--- src/rtl/qphase_pkg.sv ---
package qphase_pkg;
  // Phase of the instruction cycle; encoding doubles as the one-hot strobe index
  typedef enum logic [1:0] {
    PH_Q1 = 2'd0,
    PH_Q2 = 2'd1,
    PH_Q3 = 2'd2,
    PH_Q4 = 2'd3
  } phase_e;

  localparam int unsigned NUM_PHASES = 4;
endpackage

--- src/rtl/qphase_gen.sv ---
module qphase_gen
  import qphase_pkg::*;
(
  input  logic                  clk,
  input  logic                  rst,
  output phase_e                ph,
  output logic [NUM_PHASES-1:0] strobe,
  output logic                  cyc_clk
);
  always_ff @(posedge clk) begin
    if (rst) ph <= PH_Q1;
    else     ph <= phase_e'(ph + 2'd1);
  end

  for (genvar i = 0; i < NUM_PHASES; i++) begin : g_strobe
    assign strobe[i] = (ph == phase_e'(i));
  end

  // High for the first half of the instruction cycle
  assign cyc_clk = ~ph[1];

  assert_one_phase_R1: assert property (@(posedge clk) disable iff (rst)
    $countones(strobe) == 1);
  assert_q1_to_q2_R1: assert property (@(posedge clk) disable iff (rst)
    strobe[0] |=> strobe[1]);
  assert_q4_to_q1_R1: assert property (@(posedge clk) disable iff (rst)
    strobe[3] |=> strobe[0]);
  assert_cycclk_rise_R2: assert property (@(posedge clk) disable iff (rst)
    $rose(cyc_clk) |-> strobe[0]);
endmodule

--- src/rtl/qphase_pc.sv ---
module qphase_pc #(
  parameter int unsigned PC_W = 12
) (
  input  logic            clk,
  input  logic            rst,
  input  logic            end_q1,
  input  logic            end_q4,
  input  logic            br_take,
  input  logic [PC_W-1:0] br_target,
  output logic [PC_W-1:0] pc
);
  logic            boot;
  logic            br_pend;
  logic [PC_W-1:0] br_hold;

  always_ff @(posedge clk) begin
    if (rst) begin
      pc      <= '0;
      boot    <= 1'b1;
      br_pend <= 1'b0;
      br_hold <= '0;
    end else begin
      if (end_q4 && br_take) begin
        br_pend <= 1'b1;
        br_hold <= br_target;
      end
      if (end_q1) begin
        boot <= 1'b0;
        if (br_pend) begin
          pc      <= br_hold;
          br_pend <= 1'b0;
        end else if (!boot) begin
          pc <= pc + 1'b1;
        end
      end
    end
  end

  assert_pc_only_q1_R3: assert property (@(posedge clk) disable iff (rst)
    !$stable(pc) |-> $past(end_q1));
  assert_pc_target_R8: assert property (@(posedge clk) disable iff (rst)
    (end_q1 && br_pend) |=> (pc == $past(br_hold)));
endmodule

--- src/rtl/qphase_ir.sv ---
module qphase_ir #(
  parameter int unsigned       IW       = 16,
  parameter logic [IW-1:0]     NOP_WORD = '0
) (
  input  logic          clk,
  input  logic          rst,
  input  logic          end_q4,
  input  logic          in_q2,
  input  logic          in_q4,
  input  logic [IW-1:0] instr_in,
  input  logic          branch_taken,
  output logic          br_take,
  output logic [IW-1:0] ir,
  output logic          exec_valid,
  output logic          mem_rd,
  output logic          mem_wr
);
  // A branch request counts only while a real instruction executes
  assign br_take = branch_taken && exec_valid;

  always_ff @(posedge clk) begin
    if (rst) begin
      ir         <= NOP_WORD;
      exec_valid <= 1'b0;
    end else if (end_q4) begin
      if (br_take) begin
        ir         <= NOP_WORD;
        exec_valid <= 1'b0;
      end else begin
        ir         <= instr_in;
        exec_valid <= 1'b1;
      end
    end
  end

  assign mem_rd = in_q2 && exec_valid;
  assign mem_wr = in_q4 && exec_valid;

  assert_ir_only_q4_R4: assert property (@(posedge clk) disable iff (rst)
    !$stable(ir) |-> $past(end_q4));
  assert_flush_slot_R8: assert property (@(posedge clk) disable iff (rst)
    (end_q4 && exec_valid && branch_taken) |=> (!exec_valid && ir == NOP_WORD));
  assert_no_double_flush_R9: assert property (@(posedge clk) disable iff (rst)
    (end_q4 && !exec_valid) |=> exec_valid);
endmodule

--- src/rtl/qphase_seq.sv ---
module qphase_seq
  import qphase_pkg::*;
#(
  parameter int unsigned   PC_W     = 12,
  parameter int unsigned   IW       = 16,
  parameter logic [IW-1:0] NOP_WORD = '0
) (
  input  logic            clk,
  input  logic            rst,
  input  logic [IW-1:0]   instr_in,
  input  logic            branch_taken,
  input  logic [PC_W-1:0] branch_target,
  output logic [PC_W-1:0] pc,
  output logic [IW-1:0]   ir,
  output logic [3:0]      q_strobe,
  output logic            cyc_clk,
  output logic            exec_valid,
  output logic            mem_rd,
  output logic            mem_wr
);
  phase_e ph;
  logic   br_take;

  qphase_gen u_gen (
    .clk     (clk),
    .rst     (rst),
    .ph      (ph),
    .strobe  (q_strobe),
    .cyc_clk (cyc_clk)
  );

  qphase_pc #(.PC_W(PC_W)) u_pc (
    .clk       (clk),
    .rst       (rst),
    .end_q1    (q_strobe[0]),
    .end_q4    (q_strobe[3]),
    .br_take   (br_take),
    .br_target (branch_target),
    .pc        (pc)
  );

  qphase_ir #(.IW(IW), .NOP_WORD(NOP_WORD)) u_ir (
    .clk          (clk),
    .rst          (rst),
    .end_q4       (q_strobe[3]),
    .in_q2        (q_strobe[1]),
    .in_q4        (q_strobe[3]),
    .instr_in     (instr_in),
    .branch_taken (branch_taken),
    .br_take      (br_take),
    .ir           (ir),
    .exec_valid   (exec_valid),
    .mem_rd       (mem_rd),
    .mem_wr       (mem_wr)
  );

  assert_rd_in_q2_R5: assert property (@(posedge clk) disable iff (rst)
    mem_rd |-> (ph == PH_Q2));
  assert_wr_in_q4_R6: assert property (@(posedge clk) disable iff (rst)
    mem_wr |-> (ph == PH_Q4));
  assert_no_wr_flushed_R8: assert property (@(posedge clk) disable iff (rst)
    !exec_valid |-> !(mem_rd || mem_wr));
endmodule

--- config.mk ---
export PLATFORM = sky130hd
export DESIGN_NAME = qphase_seq
export DESIGN_NICKNAME = d
export VERILOG_FILES = /design/src/rtl/qphase_pkg.sv /design/src/rtl/qphase_gen.sv /design/src/rtl/qphase_pc.sv /design/src/rtl/qphase_ir.sv /design/src/rtl/qphase_seq.sv
export SDC_FILE = /design/constraint.sdc
export NUM_CORES = 1
export LEC_CHECK = 0
export BUFFER_PORTS_ARGS = -buffer_cell sky130_fd_sc_hd__buf_2
export CORE_UTILIZATION = 45
export CTS_BUF_LIST = sky130_fd_sc_hd__clkbuf_16
export CTS_CLUSTER_SIZE = 20
export DETAILED_ROUTE_END_ITERATION = 8
export GPL_ROUTABILITY_DRIVEN = 0
export PLACE_DENSITY = 0.72
export SLEW_MARGIN = 20
export SYNTH_ARGS = -nofsm -noshare
export SYNTH_HDL_FRONTEND = slang
export SYNTH_HIERARCHICAL = 1
export SYNTH_SLANG_ARGS = --single-unit
--- constraint.sdc ---
create_clock -name clk -period 1.45 [get_ports clk]
set_clock_uncertainty 0.2 [all_clocks]
set_input_delay 0.0725 -clock clk [delete_from_list [all_inputs] [get_ports clk]]
set_output_delay 0.0725 -clock clk [all_outputs]
set_load 0.01 [all_outputs]
==> flow_metrics.py <==
metrics = {
    "run_status": {
        "status": "finished with violations",
        "violations": "setup timing",
    },
    "setup_path": {
        "worst_path_max_delay_cell": "dfxtp_4",
        "cp_max_fo": 5,
        "crit_path_end_kind": "flop",
        "max_stage_delay_ns": 0.38,
        "critical_path_arrival_ns": 1.64,
        "cp_num_buf_inv": 0,
        "critical-path-top-delay-family": "simple AND/OR/NAND/NOR gates",
        "required_ns": 1.41,
        "criticalPathCategory": "reg2reg",
        "path_cells": "ha_4 -> nand3_2 -> or2_4 -> nor3_1 -> nor4_1",
        "cp-start-kind": "flop",
    },
    "logic_synthesis": {
        "synth.distinct_cells": 46,
        "syn_nets": 283,
        "synthFlopType": "dfxtp_1",
        "synthArstFlopShare_pct": 0,
        "syn_area_per_cell_um2": 8.272,
        "ys_ff_latch": 45,
        "synth-seq-area-share_pct": 44.09,
        "synth_edf_count": 0,
        "netlist_area_um2": 2043,
        "ys_warn_count": 6,
        "postSynthCellCount": 247,
    },
    "clock_tree": {
        "cts_buffers": 5,
        "cts_sinks": 45,
        "clk_pin_slew_ns": 0.06,
        "h-tree-depth": 2,
        "clock_path_buffers": 2,
        "cts-root-buf": "clkbuf_16",
        "clk-insertion-delay-late_ns": 0.29,
        "cts_tree": "built",
    },
    "die": {
        "io_pins": 67,
        "core-area_um2": 4354,
        "rows": 24,
        "die-area_um2": 4814,
        "dieWidth_um": 69.38,
        "die_h_um": 69.38,
        "initial_core_util_pct": 46.93,
    },
    "sta": {
        "fin_ws_ns": -0.2360,
        "hold_viol_final": 0,
        "fmaxAchievable_mhz": 593.1,
        "rsz0062_at_grt": "true",
        "fin_crit_sh_pct": 116.3,
        "tightest_slew_ns": 0.5541,
        "setup_viol": 35,
        "period_needed_ns": 1.686,
        "drv_slew": 0,
        "relSlewSlack_pct": 63.06,
    },
    "place": {
        "io_buffers": 66,
        "dpl.hpwl_um": 3583,
        "pre_cts_ws_ns": -0.1599,
    },
    "global_routing": {
        "grt_pass1_vias": 2387,
        "grt_overflow": 0,
        "antenna_found_initial": 0,
        "grt_pass1_wl_um": 11070,
        "grt_max_degree": 28,
        "grt.total_usage_pct": 28.79,
    },
    "min_path": {
        "hold_class": "in2reg",
    },
    "power": {
        "powerDensity_nw_per_um2": 842.2,
        "vdd_drop_max_mv": 0.6903,
        "swShare_pct": 25.84,
        "intPower_w": 0.002313,
        "p_sw_w": 0.0008061,
        "p_leak_nw": 1.457,
        "p_clk_share_pct": 39.4,
        "p_seq_share_pct": 42.1,
        "p_comb_share_pct": 18.5,
    },
    "cells_and_area": {
        "fill_cells": 199,
        "area_delta_synth_final_pct": 81.26,
        "antennaDiodeCount": 0,
        "finalNetCount": 416,
        "final_util_pct": 85.06,
        "drive_gt1_share_pct": 52.76,
    },
    "drt": {
        "routed_wl_um": 9253,
        "ant_nets": 0,
        "drc": 0,
        "dr.pass1.iters": 5,
        "drtIter0Drc": 277,
        "wl_per_cell_um": 21.37,
        "vias": 2606,
        "vias_per_cell": 6.018,
    },
    "flow_run": {
        "maxCapViolations": 0,
    },
}
==> area by class of cell <==
cell class	count	area [um2]	area share (%)
clock inverter	2	7.507	0.2027
timing repair buffer	140	1135	30.64
sequential	45	917.1	24.76
inverter	7	31.28	0.8446
clock buffer	6	150.1	4.054
tap	52	65.06	1.757
multi-input combinational	181	1398	37.74
==> worst register-to-register path: cells and delay by family (launching register included) <==
kind / cells / cell delay (ns)
flops: 1 / 0.38
fa+ha+maj: 1 / 0.15
simple gates: 4 / 0.83
==> flip-flops by register name, indices dropped and copies added, names as in the netlist <==
name	flops
u_pc/br_hold	12
u_pc/pc	12
u_gen/ph	2
u_ir/exec_valid	1
u_pc/boot	1
u_ir/ir	16
u_pc/br_pend	1
==> kinds of logic after synthesis <==
family / share of synthesized area (%)
AOI/OAI and AO/OA: 19.11
adders and majority gates: 3.062
buffers and inverters: 6.062
DFF: 44.09
muxes: 0.4899
and+or+nand+nor: 27.19
==> final timing paths <==
check	startpoint	endpoint	slack [ns]	cells past startpoint
max reg2reg	u_pc/pc[0]$_SDFFE_PP0P_	u_pc/pc[8]$_SDFFE_PP0P_	-0.24	5
min reg2reg	u_ir/ir[14]$_SDFFE_PP0P_	u_ir/ir[14]$_SDFFE_PP0P_	0.28	2
max	u_pc/pc[0]$_SDFFE_PP0P_	u_pc/pc[8]$_SDFFE_PP0P_	-0.24	5
min	rst	u_pc/br_pend$_SDFF_PP0_	0.07	2
==> per-stage QoR <==
step / hold WS (ns) / cells / area, um2 / TNS [ns] / total power [W]
finish: 0.06665 / 433 / 3704 / -2.984 / 0.003119
global route: 0.07275 / 433 / 3704 / -4.174 / 0.003191
CTS: 0.04587 / 424 / 3297 / -1.108 / 0.002967
detailed placement: 0.1224 / 383 / 2669 / -2.317 / 0.001670
global placement: 0.1155 / 383 / 2669 / -1.733 / 0.001663
floorplan: -0.06819 / 247 / 2100 / -0.2632 / 0.001504
==> synthesized netlist by cell type, types with 2 or more instances <==
master / count / area (um2)
nor3_1: 3 / 15.01
ha_1: 5 / 62.56
o31ai_1: 3 / 22.52
o21ai_0: 7 / 35.03
a21oi_1: 36 / 180.2
dfxtp_1: 45 / 900.9
and2_1: 3 / 18.77
buf_2: 3 / 15.01
a31oi_1: 3 / 18.77
buf_6: 4 / 45.04
nand2b_1: 14 / 87.58
nand2_1: 39 / 146.4
inv_1: 6 / 22.52
a211oi_1: 2 / 15.01
nor4_1: 4 / 25.02
or3_1: 2 / 12.51
clkbuf_1: 5 / 18.77
nor2_1: 10 / 37.54
nand4_1: 2 / 12.51
nand2b_2: 4 / 35.03
o32ai_1: 2 / 17.52
nand3_1: 21 / 105.1
==> routing by layer <==
metal | GRT usage [%] | share of wire, % | up-vias
met5 | 0 | 0 | -
met4 | 13.83 | 4.5 | 0
met3 | 6.105 | 7.9 | 39
met2 | 52.21 | 50 | 184
met1 | 31.64 | 38 | 1255
li1 | - | - | 1128
==> cells in the final DEF, fill, tap and decap left out, types with 6 or more instances in the layout <==
cell / instances
nand3_1: 14
buf_6: 9
dlygate4sd3_1: 29
nand2b_1: 6
clkbuf_16: 10
a21oi_2: 15
nand2b_4: 12
nand3_2: 7
nand2_1: 30
a21oi_1: 20
nor2_1: 8
nand2_2: 6
buf_2: 65
buf_4: 28
dfxtp_1: 38
==> power by group through the flow <==
| stage | clock (W) | sequential, W | combinational [W] |
|---|---|---|---|
| 2_1_floorplan | 0 | 0.00134 | 0.000160 |
| 3_3_place_gp | 0 | 0.00133 | 0.000336 |
| 3_5_place_dp | 0 | 0.00133 | 0.000341 |
| 4_1_cts | 0.00121 | 0.00130 | 0.000456 |
| 5_1_grt | 0.00128 | 0.00132 | 0.000596 |
| 6_report | 0.00123 | 0.00131 | 0.000576 |
==> repair_timing <==
action,CTS,global route
hold endpoints to repair,29,0
resized for setup,33,64
hold buffers,29,0
gates cloned,1,7
setup endpoints to repair,27,43
pin swaps,9,32
setup buffers,3,3
Power figures use the tool's default switching activity.
